[src/rtl/banked_mem_pkg.sv]
package banked_mem_pkg;
  localparam logic [7:0] CTL_POL = 8'h8C;

  typedef enum logic [1:0] {
    SRC_ROM = 2'd0,
    SRC_B1  = 2'd1,
    SRC_B2  = 2'd2,
    SRC_B4  = 2'd3
  } rd_src_e;

  typedef struct packed {
    rd_src_e src;
    logic    overlay;
  } rd_plan_t;
endpackage

[src/rtl/bmc_ctl_regs.sv]
module bmc_ctl_regs
  import banked_mem_pkg::*;
(
  input  logic       clk_i,
  input  logic       rst_ni,
  input  logic       ctl_wr_i,
  input  logic [7:0] ctl_data_i,
  input  logic       mode_wr_i,
  input  logic       mode_bit_i,
  output logic [7:0] sel_o,
  output logic       mode_o
);
  logic [7:0] bank_q;
  logic       mode_q;

  always_ff @(posedge clk_i or negedge rst_ni) begin
    if (!rst_ni) begin
      bank_q <= '0;
      mode_q <= 1'b0;
    end else begin
      if (ctl_wr_i)  bank_q <= ctl_data_i;
      if (mode_wr_i) mode_q <= mode_bit_i;
    end
  end

  // mixed polarity normalised to active high
  assign sel_o  = bank_q ^ CTL_POL;
  assign mode_o = mode_q;
endmodule

[src/rtl/bmc_rd_decode.sv]
module bmc_rd_decode
  import banked_mem_pkg::*;
(
  input  logic [3:0] rd_sel_i,   // [3]=rom [2]=b1 [1]=b2 [0]=b4
  output rd_plan_t   plan_o
);
  logic rom, b1, b2, b4;

  always_comb begin
    rom = rd_sel_i[3];
    b1  = rd_sel_i[2];
    b2  = rd_sel_i[1];
    b4  = rd_sel_i[0] & ~b1;     // b1 gates off b4
    if (b1)      plan_o.src = SRC_B1;
    else if (b2) plan_o.src = SRC_B2;
    else if (b4) plan_o.src = SRC_B4;
    else         plan_o.src = SRC_ROM;
    plan_o.overlay = rom && (plan_o.src != SRC_ROM);
  end
endmodule

[src/rtl/bmc_win_map.sv]
module bmc_win_map
  import banked_mem_pkg::*;
#(
  parameter int WIN_W    = 3,
  parameter int SEG_W    = 6,
  parameter int ROM_WINS = 3,
  parameter int B1_BASE  = 8,
  parameter int B2_BASE  = 16,
  parameter int B4_BASE  = 32,
  localparam int WIN_N   = 1 << WIN_W
) (
  input  rd_plan_t             plan_i,
  input  logic                 mode_i,
  input  logic [WIN_W-1:0]     win_i,
  output logic [SEG_W-1:0]     seg_o
);
  logic [SEG_W-1:0] base;
  logic [WIN_N-1:0][SEG_W-1:0] seg_tab;

  always_comb begin
    unique case (plan_i.src)
      SRC_B1:  base = SEG_W'(B1_BASE);
      SRC_B2:  base = SEG_W'(B2_BASE);
      SRC_B4:  base = SEG_W'(B4_BASE);
      default: base = '0;
    endcase
  end

  for (genvar w = 0; w < WIN_N; w++) begin : g_win
    always_comb begin
      if (plan_i.overlay && (w < ROM_WINS))
        seg_tab[w] = SEG_W'(w);
      else if (plan_i.overlay && (plan_i.src == SRC_B1) && (w == WIN_N - 1) && !mode_i)
        seg_tab[w] = SEG_W'(w);            // top window falls back to ROM
      else
        seg_tab[w] = base + SEG_W'(w);
    end
  end

  assign seg_o = seg_tab[win_i];
endmodule

[src/rtl/bmc_wr_fanout.sv]
module bmc_wr_fanout #(
  parameter int NUM_WB = 4
) (
  input  logic [NUM_WB-1:0] wr_sel_i,   // msb = bank 1
  input  logic              we_i,
  output logic [NUM_WB-1:0] strobe_o    // lsb = bank 1
);
  for (genvar k = 0; k < NUM_WB; k++) begin : g_bank
    assign strobe_o[k] = we_i & wr_sel_i[NUM_WB-1-k];
  end
endmodule

[src/rtl/banked_mem_ctrl.sv]
module banked_mem_ctrl
  import banked_mem_pkg::*;
#(
  parameter int ADDR_W   = 16,
  parameter int WIN_W    = 3,
  parameter int SEG_W    = 6,
  parameter int ROM_WINS = 3,
  parameter int B1_BASE  = 8,
  parameter int B2_BASE  = 16,
  parameter int B4_BASE  = 32,
  localparam int OFS_W   = ADDR_W - WIN_W,
  localparam int PHYS_W  = SEG_W + OFS_W,
  localparam int NUM_WB  = 4
) (
  input  logic              clk_i,
  input  logic              rst_ni,
  input  logic              ctl_wr_i,
  input  logic [7:0]        ctl_data_i,
  input  logic              mode_wr_i,
  input  logic              mode_bit_i,
  input  logic [ADDR_W-1:0] cpu_addr_i,
  input  logic              cpu_we_i,
  output logic [PHYS_W-1:0] rd_addr_o,
  output logic [NUM_WB-1:0] wr_strobe_o
);
  logic [7:0]       sel;
  logic             mode;
  rd_plan_t         plan;
  logic [SEG_W-1:0] seg;

  bmc_ctl_regs u_regs (
    .clk_i      (clk_i),
    .rst_ni     (rst_ni),
    .ctl_wr_i   (ctl_wr_i),
    .ctl_data_i (ctl_data_i),
    .mode_wr_i  (mode_wr_i),
    .mode_bit_i (mode_bit_i),
    .sel_o      (sel),
    .mode_o     (mode)
  );

  bmc_rd_decode u_dec (
    .rd_sel_i (sel[3:0]),
    .plan_o   (plan)
  );

  bmc_win_map #(
    .WIN_W    (WIN_W),
    .SEG_W    (SEG_W),
    .ROM_WINS (ROM_WINS),
    .B1_BASE  (B1_BASE),
    .B2_BASE  (B2_BASE),
    .B4_BASE  (B4_BASE)
  ) u_map (
    .plan_i (plan),
    .mode_i (mode),
    .win_i  (cpu_addr_i[ADDR_W-1 -: WIN_W]),
    .seg_o  (seg)
  );

  bmc_wr_fanout #(.NUM_WB(NUM_WB)) u_wr (
    .wr_sel_i (sel[7:4]),
    .we_i     (cpu_we_i),
    .strobe_o (wr_strobe_o)
  );

  assign rd_addr_o = {seg, cpu_addr_i[OFS_W-1:0]};
endmodule

[config.mk]
export PLATFORM = sky130hd
export DESIGN_NAME = banked_mem_ctrl
export DESIGN_NICKNAME = d
export VERILOG_FILES = /design/src/rtl/banked_mem_pkg.sv /design/src/rtl/bmc_ctl_regs.sv /design/src/rtl/bmc_rd_decode.sv /design/src/rtl/bmc_win_map.sv /design/src/rtl/bmc_wr_fanout.sv /design/src/rtl/banked_mem_ctrl.sv
export SDC_FILE = /design/constraint.sdc
export NUM_CORES = 1
export LEC_CHECK = 0
export BUFFER_PORTS_ARGS = -buffer_cell sky130_fd_sc_hd__buf_4
export CELL_PAD_IN_SITES_DETAIL_PLACEMENT = 0
export CELL_PAD_IN_SITES_GLOBAL_PLACEMENT = 1
export CORE_ASPECT_RATIO = 1.1
export CORE_MARGIN = 8
export CORE_UTILIZATION = 25
export CTS_CLUSTER_DIAMETER = 80
export DETAILED_ROUTE_END_ITERATION = 10
export PLACE_DENSITY = 0.89
export SYNTH_ARGS = -nofsm -noshare
export SYNTH_HDL_FRONTEND = slang
export SYNTH_SLANG_ARGS = --single-unit
export TNS_END_PERCENT = 10
[constraint.sdc]
create_clock -name clk_i -period 1.83 [get_ports clk_i]
set_input_delay 0.0915 -clock clk_i [delete_from_list [all_inputs] [get_ports clk_i]]
set_output_delay 0.0915 -clock clk_i [all_outputs]
set_load 0.005 [all_outputs]
# Word-level counts from Yosys, hierarchy flattened
# Index checks and enable logic that the tools add are counted.
dict set report word_totals {
  regBits 9
  latchBits 0
  ramBits 0
  romBits 0
  in_bits 30
  out_inout_bits 23
  memories 0
}
dict set report classes {
  add_sub_neg 7
  n_mul 0
  div_mod_pow 0
  order_cmp 1
  n_eq_ne 3
  shift 0
  mux 10
  bitwise_logic 7
  n_reduce_logical 5
}
# op n
set ops {}
lappend ops {{$mux W6} 5}
lappend ops {{$add A6 B3 Y6 const B} 4}
lappend ops {{$bmux W6 S3} 1}
lappend ops {{$pmux W6 S3} 1}
lappend ops {{$add A6 B2 Y6 const B} 2}
lappend ops {{$add A6 B1 Y6 const B} 1}
lappend ops {{$mux W2} 3}
lappend ops {{$and A1 B1 Y1} 5}
lappend ops {{$eq A2 B2 Y1 const B} 2}
lappend ops {{$lt A3 B4 Y1 const B} 1}
lappend ops {{$logic_and A1 B1 Y1} 3}
lappend ops {{$not A3 Y3} 1}
lappend ops {{$eq A2 B1 Y1 const B} 1}
lappend ops {{$reduce_bool A2 Y1} 1}
lappend ops {{$logic_not A1 Y1} 1}
lappend ops {{$not A1 Y1} 1}

# Logic depth before layout (Yosys ltp)
# Gate-level depths: netlist of run 1.
dict set report depth {
  depth_word 13
  ltp_mapped 3
}

# Modules after synthesis
# A second synthesis of run 1 with hierarchy kept.
dict set report hier_totals {
  hier_cells 59
  hier_area_um2 639.4
}
# module n_inst cells_each area_each_um2
set modules_own_cells {}
lappend modules_own_cells {bmc_ctl_regs 1 27 416.6}
lappend modules_own_cells {banked_mem_ctrl 1 13 97.6}
lappend modules_own_cells {bmc_win_map 1 10 71.3}
lappend modules_own_cells {bmc_rd_decode 1 5 28.8}
lappend modules_own_cells {bmc_wr_fanout 1 4 25.0}

# Least setup slack after synthesis of run 1
# Ideal clock, no wire load.
dict set report synth_timing {
  kind {register to output}
  startpoint {reg u_regs.mode_q, in the netlist u_regs.mode_o}
  endpoint {out rd_addr_o[16]}
  t_arrival_ps 752
  t_required_ps 1738
  slack_ps 986
  path_stages_with_launch 3
  cell_sequence {dfrtp_1 > and4b_1 > a211oi_1}
}
dict set report synth_via {
  elab_chain_cells 5
}
# element line_no
set synth_lines {}
lappend synth_lines {{start: declaration} bmc_ctl_regs.sv:14} ;# logic mode_q;
lappend synth_lines {{start signal: assignment} bmc_ctl_regs.sv:22} ;# if (mode_wr_i) mode_q <= mode_bit_i;
lappend synth_lines {{$logic_not A1 Y1} n/a}
lappend synth_lines {{$logic_and A1 B1 Y1} bmc_win_map.sv:33} ;# else if (plan_i.overlay && (plan_i.src == SRC_B1) && (w == WIN_N - 1) && !mode_i)
lappend synth_lines {{$mux W6} bmc_win_map.sv:33}
lappend synth_lines {{$bmux W6 S3} bmc_win_map.sv:40} ;# assign seg_o = seg_tab[win_i];
lappend synth_lines {{$mux W6 (implied by the code)} bmc_win_map.sv:40}
lappend synth_lines {{end: declaration} banked_mem_ctrl.sv:23} ;# output logic [PHYS_W-1:0] rd_addr_o,
# Every way passes these cells. The select of a mux whose other input is x is not followed.

# Worst setup path after layout of run 1
dict set report layout_timing {
  startpoint {reg u_regs.bank_q[3]}
  endpoint {out rd_addr_o[17]}
}
dict set report layout_via {
  elab_chain_cells 7
  word_cells_on_any_way 10
  cone_classes {6 x mux; 1 x bitwise; 3 x reduce/logical}
}
# element line_no
set layout_lines {}
lappend layout_lines {{start: declaration} bmc_ctl_regs.sv:13} ;# logic [7:0] bank_q;
lappend layout_lines {{start signal: assignment} bmc_ctl_regs.sv:21} ;# if (ctl_wr_i) bank_q <= ctl_data_i;
lappend layout_lines {{$not A3 Y3 (no line) *} n/a}
lappend layout_lines {{$logic_and A1 B1 Y1 *} bmc_rd_decode.sv:18} ;# plan_o.overlay = rom && (plan_o.src != SRC_ROM);
lappend layout_lines {{$logic_and A1 B1 Y1} n/a}
lappend layout_lines {{$logic_and A1 B1 Y1} bmc_win_map.sv:33}
lappend layout_lines {{$mux W6} bmc_win_map.sv:33}
lappend layout_lines {{$bmux W6 S3 *} bmc_win_map.sv:40}
lappend layout_lines {{$mux W6 (implied by the code) *} bmc_win_map.sv:40}
# Mark *: on every way between the ends. The rest lies on a longest branch, timed or not. The select of a mux whose other input is x is not followed.

==> out/summary.txt, run 1 <==
Cell Area, Synth - 533.0 um^2
Ports - 53
Vias per cell - 4.102
Clock root buffer - clkbuf_4
Fmax - 776.0 MHz
CORE AREA - 0.002021 mm^2
Crit-path max FO - 3
Die area - 0.003867 mm^2
Critical path, cell by cell - a211oi_2 -> and3b_1 -> buf_4
P_leak - 0.3207 nW
Max-slew violations - 0
Syn nets - 76
Met2 Use GR - 0.1066
Period utilization - 0.7042
Largest area contributor in the netlist - dfrtp_1
Fin nets - 91
Largest cells by area after synthesis - dfrtp_1 42%, buf_4 23%, mux2_2 17%, and2_1 3.5%, a211oi_2 2.3%
Initial antenna violation count - 0
Vias after detailed routing - 361
CP required - 1.74 ns
GRT Resource Usage Total - 0.06017
Remaining routing DRC violations - 0
Busiest grt layer - met2
Clk buf depth - 2
Largest net degree at the start of global routing - 10
Layout fillers - 211
Post-Synthesis Cells - 46
Die X - 60.03 um
Rows - 17
Crit-path slowest cell - dfrtp_1
Synthesis Warnings - 0
Clk sinks - 9
CP Capture Type - output pin
Worst R2R Path Depth - 1
Setup WS pre-CTS - 0.8062 ns
TritonCTS clock tree - built
Gpl congestion - 0.7514
Fin crit period - 1.289 ns
Max_cap viols - 0
Post-CTS Setup Inserts - 0
Die Ht - 64.43 um
Post-DP Area - 631.9 um^2
Cell area power density - 712.3 mW/mm^2
Num CTS Buffers - 3
Clk_skew - 0 ns
Layout area overhead - 25.35%
IO Port Bufs - 26
Vias in the first global route - 369
Kind of critical path - flip-flop to output pin
Final worst setup slack - 0.5413 ns
Register area share after synthesis - 0.4225
Fraction of layout instances using a drive strength above 1 - 0.6333
WP data arrival - 1.20 ns
First-pass GRT wire length - 1.745 mm
Synth cell types - 14
Max transition margin - 0.8458
Ant diodes - 0
Max VDD drop - 0.2120 mV
Worst hold slack - 0.06591 ns
Met1 usage - 0.04467
Post-synthesis register bit count - 9
Final instance area - 668.1 um^2
Mean post-synth cell area - 11.59 um^2
Critical path's largest stage delay - 0.39 ns
Clk Latency, worst-skew pair - 0.25 ns
RR Endpoint - u_regs.bank_q[2]$_DFFE_PN0P_
Starting Density - 0.2638
Setup TNS - 0 ns
GR Overflow Total - 0
Final wirelength - 1.260 mm
Share of the synthesized area in the top cell type - 0.4225
CTS clk-pin slew, worst paths - 0.06 ns
Startpoint Class - flip-flop
WL/cell - 14.32 um
Met3 usage - 0.04142
Initial DRC Count - 12
Unrepaired setup endpoints after global routing - no
Final Hold Fails - 0
Status - finished clean
# H-tree levels - 1
CP startpoint - u_regs.bank_q[3]$_DFFE_PN0P_
Antenna-violating nets left - 0
Initial DRT Pass Iterations - 2
Post-CTS sizing - 0
R2R Setup Slk - 1.06 ns
CTS Hold Bufs - 1
HP Class - input port to flip-flop
Reg-to-reg critical path startpoint - u_regs.bank_q[2]$_DFFE_PN0P_
Final setup vio count - 0
Critical Path Sink - rd_addr_o[17]
Final Util - 0.3307
Slew @ Worst Pin - 0.2281 ns
==> where the power goes <==
group / internal (mW) / switching [mW]
sequential: 0.219 / 0.0105
clock: 0.0836 / 0.0621
combinational: 0.0674 / 0.0334
==> layer usage <==
metal  wire length, um  part of all wire
met4                 0                 0
met2               672              0.53
met3               224              0.18
met1               363              0.29
met5                 0                 0
==> cell usage in the layout, fill, tap and decap left out <==
master          n
a211oi_1        1
and3b_1         1
clkbuf_1        1
dlygate4sd3_1   1
and4b_1         1
nor4bb_1        1
clkbuf_4        3
dfrtp_1         9
inv_1           1
nor2b_1         1
a211oi_2        1
mux2_2          8
o21ai_0         1
nand2_1         1
buf_4          26
and2_1          3
==> stage by stage <==
step	instances	total power, mW
2_1_floorplan	46	0.2984
6_report	88	0.4759
3_3_place_gp	83	0.3309
4_1_cts	88	0.4884
5_1_grt	88	0.5103
3_5_place_dp	83	0.3351
==> worst min path at each step <==
stage,from,end,slack [ns],depth (start not counted)
after floorplan,rst_ni,u_regs.bank_q[0]$_DFFE_PN0P_,-0.20,0
after global routing,mode_bit_i,u_regs.mode_o$_DFFE_PN0P_,0.06,2
final,ctl_data_i[3],u_regs.bank_q[3]$_DFFE_PN0P_,0.07,3
after detailed placement,rst_ni,u_regs.bank_q[1]$_DFFE_PN0P_,-0.08,1
after CTS,ctl_data_i[4],u_regs.bank_q[4]$_DFFE_PN0P_,0.06,2
after global placement,rst_ni,u_regs.bank_q[1]$_DFFE_PN0P_,-0.08,1
==> final cells by class <==
type	instances	area, um^2	area share
Clock buffer	4	26.28	0.03933
Inverter	1	3.754	0.005618
Multi-Input combinational cell	19	172.7	0.2584
Sequential cell	9	225.2	0.3371
Tap cell	28	35.03	0.05243
Timing Repair Buffer	27	205.2	0.3071
==> flip-flops by register name, summed over array words and instances (netlist names) <==
signal,cells
u_regs.mode_o,1
u_regs.bank_q,8
==> cells in the mapped netlist, drive strengths merged <==
cell / instances
buf: 17
dfrtp: 9
mux2: 8
and2: 3
a211oi: 2
and3b: 1
and4b: 1
inv: 1
nand2: 1
nor2b: 1
nor4bb: 1
o21ai: 1
==> cell families (layout without fill, tap and decap cells) <==
| family | Yosys count | count (layout) | share of synthesized area |
|---|---|---|---|
| AOI/OAI and AO/OA | 3 | 3 | 0.04694 |
| DFF | 9 | 9 | 0.4225 |
| muxes | 8 | 8 | 0.1690 |
| buffers and inverters | 18 | 32 | 0.2535 |
| and+or+nand+nor | 8 | 8 | 0.1080 |
==> critical path: cells and delay by family (launching register included) <==
kind,cells,cell delay (ns)
buffers and inverters,1,0.13
AND/OR/NAND/NOR,1,0.22
AO/OA/AOI/OAI,1,0.21
flip-flops,1,0.39
(Power assumes the default switching activity.)
==> run 2: changes to the inputs <==
--- a/config.mk
+++ b/config.mk
@@ -5,15 +5,16 @@
 export SDC_FILE = /design/constraint.sdc
 export NUM_CORES = 1
 export LEC_CHECK = 0
+export ABC_AREA = 1
 export BUFFER_PORTS_ARGS = -buffer_cell sky130_fd_sc_hd__buf_4
 export CELL_PAD_IN_SITES_DETAIL_PLACEMENT = 0
 export CELL_PAD_IN_SITES_GLOBAL_PLACEMENT = 1
 export CORE_ASPECT_RATIO = 1.1
 export CORE_MARGIN = 8
-export CORE_UTILIZATION = 25
+export CORE_UTILIZATION = 21
 export CTS_CLUSTER_DIAMETER = 80
 export DETAILED_ROUTE_END_ITERATION = 10
-export PLACE_DENSITY = 0.89
+export PLACE_DENSITY = 0.8
 export SYNTH_ARGS = -nofsm -noshare
 export SYNTH_HDL_FRONTEND = slang
 export SYNTH_SLANG_ARGS = --single-unit
==> constraint.sdc (replaced) <==
create_clock -name clk_i -period 1.1 [get_ports clk_i]
set_input_delay 0.055 -clock clk_i [delete_from_list [all_inputs] [get_ports clk_i]]
set_output_delay 0.055 -clock clk_i [all_outputs]
set_load 0.005 [all_outputs]
==> run 2 against run 1 <==
Effect of this change:
- worst setup slack got worse by 0.54 ns
- die area is 20% higher
- first-iteration DRC count shrank 58%
- final cell count grew 22%
- sequential share of layout area down 3.4 points
- critical path depth grew 2
- power rose by 77%
- via count is 11% higher
- synthesized cell count increased by 33%
- critical endpoint is now rd_addr_o[16]
- largest cell class unchanged
- highest routed layer is now met4
==> out/summary.txt, run 2 <==
IO Port Bufs - 26 (unchanged)
Period utilization - 0.9995
GR Overflow Total - 0 (unchanged)
Fraction of layout instances using a drive strength above 1 - 0.5921 (-0.04123)
Post-synthesis register bit count - 9 (unchanged)
Rows - 19 (+2)
Synth cell types - 10 (-4)
Ports - 53 (unchanged)
Post-synth ARST share - 1.000 (unchanged)
Max VDD drop - 0.4815 mV (+130%)
First-pass GRT wire length - 2.152 mm (+23%)
Initial DRT Pass Iterations - 2 (unchanged)
Largest area contributor in the netlist - dfrtp_1
Vias in the first global route - 468 (+27%)
Clk sinks - 9 (unchanged)
Slew @ Worst Pin - 0.1464 ns (-0.08169 ns)
Synthesis Warnings - 0 (unchanged)
Clk buf depth - 2 (unchanged)
CP startpoint - u_regs.bank_q[2]$_DFFE_PN0P_
Final Util - 0.2922 (-0.03847)
Final worst setup slack - 0.0005130 ns (-0.5408 ns)
CTS clk-pin slew, worst paths - 0.06 ns (about the same)
HP Class - input port to flip-flop
Number of synthesized flops with an enable pin - 0 (unchanged)
# H-tree levels - 1 (unchanged)
Primary FF master, synth - dfrtp_1
Max transition margin - 0.9013 (+0.05550)
Worst hold slack - 0.02326 ns (-0.04265 ns)
Clk Latency, worst-skew pair - 0.25 ns (about the same)
RR Endpoint - u_regs.bank_q[1]$_DFFE_PN0P_
Biggest register - u_regs.bank_q
Die Ht - 70.55 um (+9.5%)
Cell Area, Synth - 568.0 um^2 (+6.6%)
CORE AREA - 0.002544 mm^2 (+26%)
Ant diodes - 0 (unchanged)
Final wirelength - 1.277 mm (+1.3%)
P_leak - 0.4028 nW (+26%)
Cell area power density - 1131 mW/mm^2 (+59%)
Largest cells by area after synthesis - dfrtp_1 40%, buf_4 21%, mux2_4 16%, nand2_1 5.9%, inv_1 5.3%
WP data arrival - 1.04 ns (-0.16 ns)
Max-slew violations - 0 (unchanged)
Share of the synthesized area in the top cell type - 0.3965 (-0.02606)
Startpoint Class - flip-flop
Most frequent cell after synthesis - buf_4
Tot Pwr - 840.3 uW (+77%)
Unrepaired setup endpoints after global routing - yes
Post-Synthesis Cells - 61 (+33%)
WL/cell - 11.93 um (-17%)
Fin crit period - 1.099 ns
Critical path's largest stage delay - 0.38 ns (about the same)
CP Capture Type - output pin
Largest net degree at the start of global routing - 11 (+1)
Num CTS Buffers - 3 (unchanged)
Crit-path slowest cell - dfrtp_1
Gpl congestion - 0.7311 (-2.7%)
Buf/Inv on CP - 1 (unchanged)
Initial DRC Count - 5 (-7)
Initial antenna violation count - 0 (unchanged)
Remaining routing DRC violations - 0 (unchanged)
Clk_skew - 0 ns (unchanged)
Most used cell, CP - nor2_1
Critical Path Sink - rd_addr_o[16]
Status - finished clean
Critical path, cell by cell - nor2_1 -> nand2_1 -> nor2_1 -> nor2_1 -> buf_4
Fin nets - 107 (+18%)
Vias after detailed routing - 400 (+11%)
CP required - 1.04 ns (-0.70 ns)
WP depth - 5 (+2)
Max_cap viols - 0 (unchanged)
DPL Wire Length - 1.012 mm
Register area share after synthesis - 0.3965 (-0.02606)
Layout area overhead - 30.84%
Clock root buffer - clkbuf_4
Starting Density - 0.2233 (-0.04046)
R2R Setup Slk - 0.30 ns (-0.76 ns)
Die X - 65.59 um (+9.3%)
Fmax - 909.5 MHz
Setup TNS - 0 ns (unchanged)
Vias per cell - 3.738 (-8.9%)
Kind of critical path - flip-flop to output pin
Most common cell after layout, fill and taps aside - buf_4
TritonCTS clock tree - built
GRT Resource Usage Total - 0.05948 (-0.0006958)
Commonest cells after routing, fill and taps aside - 26 x buf_4, 9 x dfrtp_1, 7 x nand2_1
Reg-to-reg critical path startpoint - u_regs.bank_q[1]$_DFFE_PN0P_
Final setup vio count - 0 (unchanged)
Die area - 0.004627 mm^2 (+20%)
Antenna-violating nets left - 0 (unchanged)
Final Hold Fails - 0 (unchanged)
Worst R2R Path Depth - 1 (unchanged)
Number of flip-flops in the largest register - 8 (unchanged)
Top cells by count, synth - 16 x buf_4, 9 x dfrtp_1, 9 x nand2_1
Top delay family on crit path - flip-flops
Syn nets - 91 (+20%)
Crit-path max FO - 2 (-1)
Setup WS pre-CTS - 0.2397 ns (-0.5665 ns)
Mean post-synth cell area - 9.312 um^2 (-20%)
==> run 2: cell count changes after synthesis, sizes merged, moves of 2 or more <==
cell / change
a211oi: -2
nor2: +7
nand2: +8
and2: -3
inv: +7
nand3: +2
==> run 2: layout make-up <==
| type | count | area [um^2] |
|---|---|---|
| clock buffers | 4 | 26.28 |
| inverters | 8 | 30.03 |
| flip-flops and latches | 9 | 225.2 |
| well taps | 31 | 38.79 |
| repair buffers | 28 | 216.5 |
| fillers | 259 | 1800 |
| multi-input cells | 27 | 206.4 |
==> run 2: per-stage QoR <==
step	std cells	instance area, um^2
6_report	107	743.2
5_1_grt	107	743.2
4_1_cts	107	719.4
3_5_place_dp	101	670.6
3_3_place_gp	101	670.6
2_1_floorplan	61	568.0
==> run 2: cell families after synthesis <==
family | count (synthesis) | synth area share
buffers and inverters | 25 | 0.2842
muxes | 7 | 0.1784
and+or+nand+nor | 18 | 0.1234
AOI/OAI and AO/OA | 2 | 0.01762
DFF | 9 | 0.3965
==> run 2: routing by layer <==
layer | vias to the layer above | wire, um | global-route usage
li1 | 199 | - | -
met2 | 29 | 540 | 0.08872
met5 | - | 0 | 0
met4 | 0 | 19 | 0.04126
met1 | 168 | 493 | 0.06113
met3 | 4 | 224 | 0.03465
==> run 2: worst min path at each step <==
stage,from,to,slack [ns],cells after the start
2_1_floorplan,rst_ni,u_regs.bank_q[0]$_DFFE_PN0P_,-0.24,0
3_3_place_gp,rst_ni,u_regs.bank_q[1]$_DFFE_PN0P_,-0.12,1
3_5_place_dp,rst_ni,u_regs.bank_q[0]$_DFFE_PN0P_,-0.11,1
4_1_cts,ctl_data_i[2],u_regs.bank_q[2]$_DFFE_PN0P_,0.01,3
5_1_grt,ctl_data_i[3],u_regs.bank_q[3]$_DFFE_PN0P_,0.02,3
6_report,ctl_data_i[2],u_regs.bank_q[2]$_DFFE_PN0P_,0.02,3
==> run 2: where the power goes <==
group	switching [mW]	leakage (nW)	total [mW]	internal, mW
clock network	0.110	0.0150	0.250	0.140
registers	0.0211	0.106	0.385	0.364
logic	0.0762	0.282	0.206	0.129
total	0.208	0.403	0.840	0.633
==> run 2: timing repair <==
item / in CTS / in global routing
endpoints found under the hold margin: 9 / 0
resized for setup: 2 / 8
hold buffers: 1 / 0
pin swaps: 1 / 3
buffers inserted: 1 / 0
setup endpoints to repair: 3 / 3
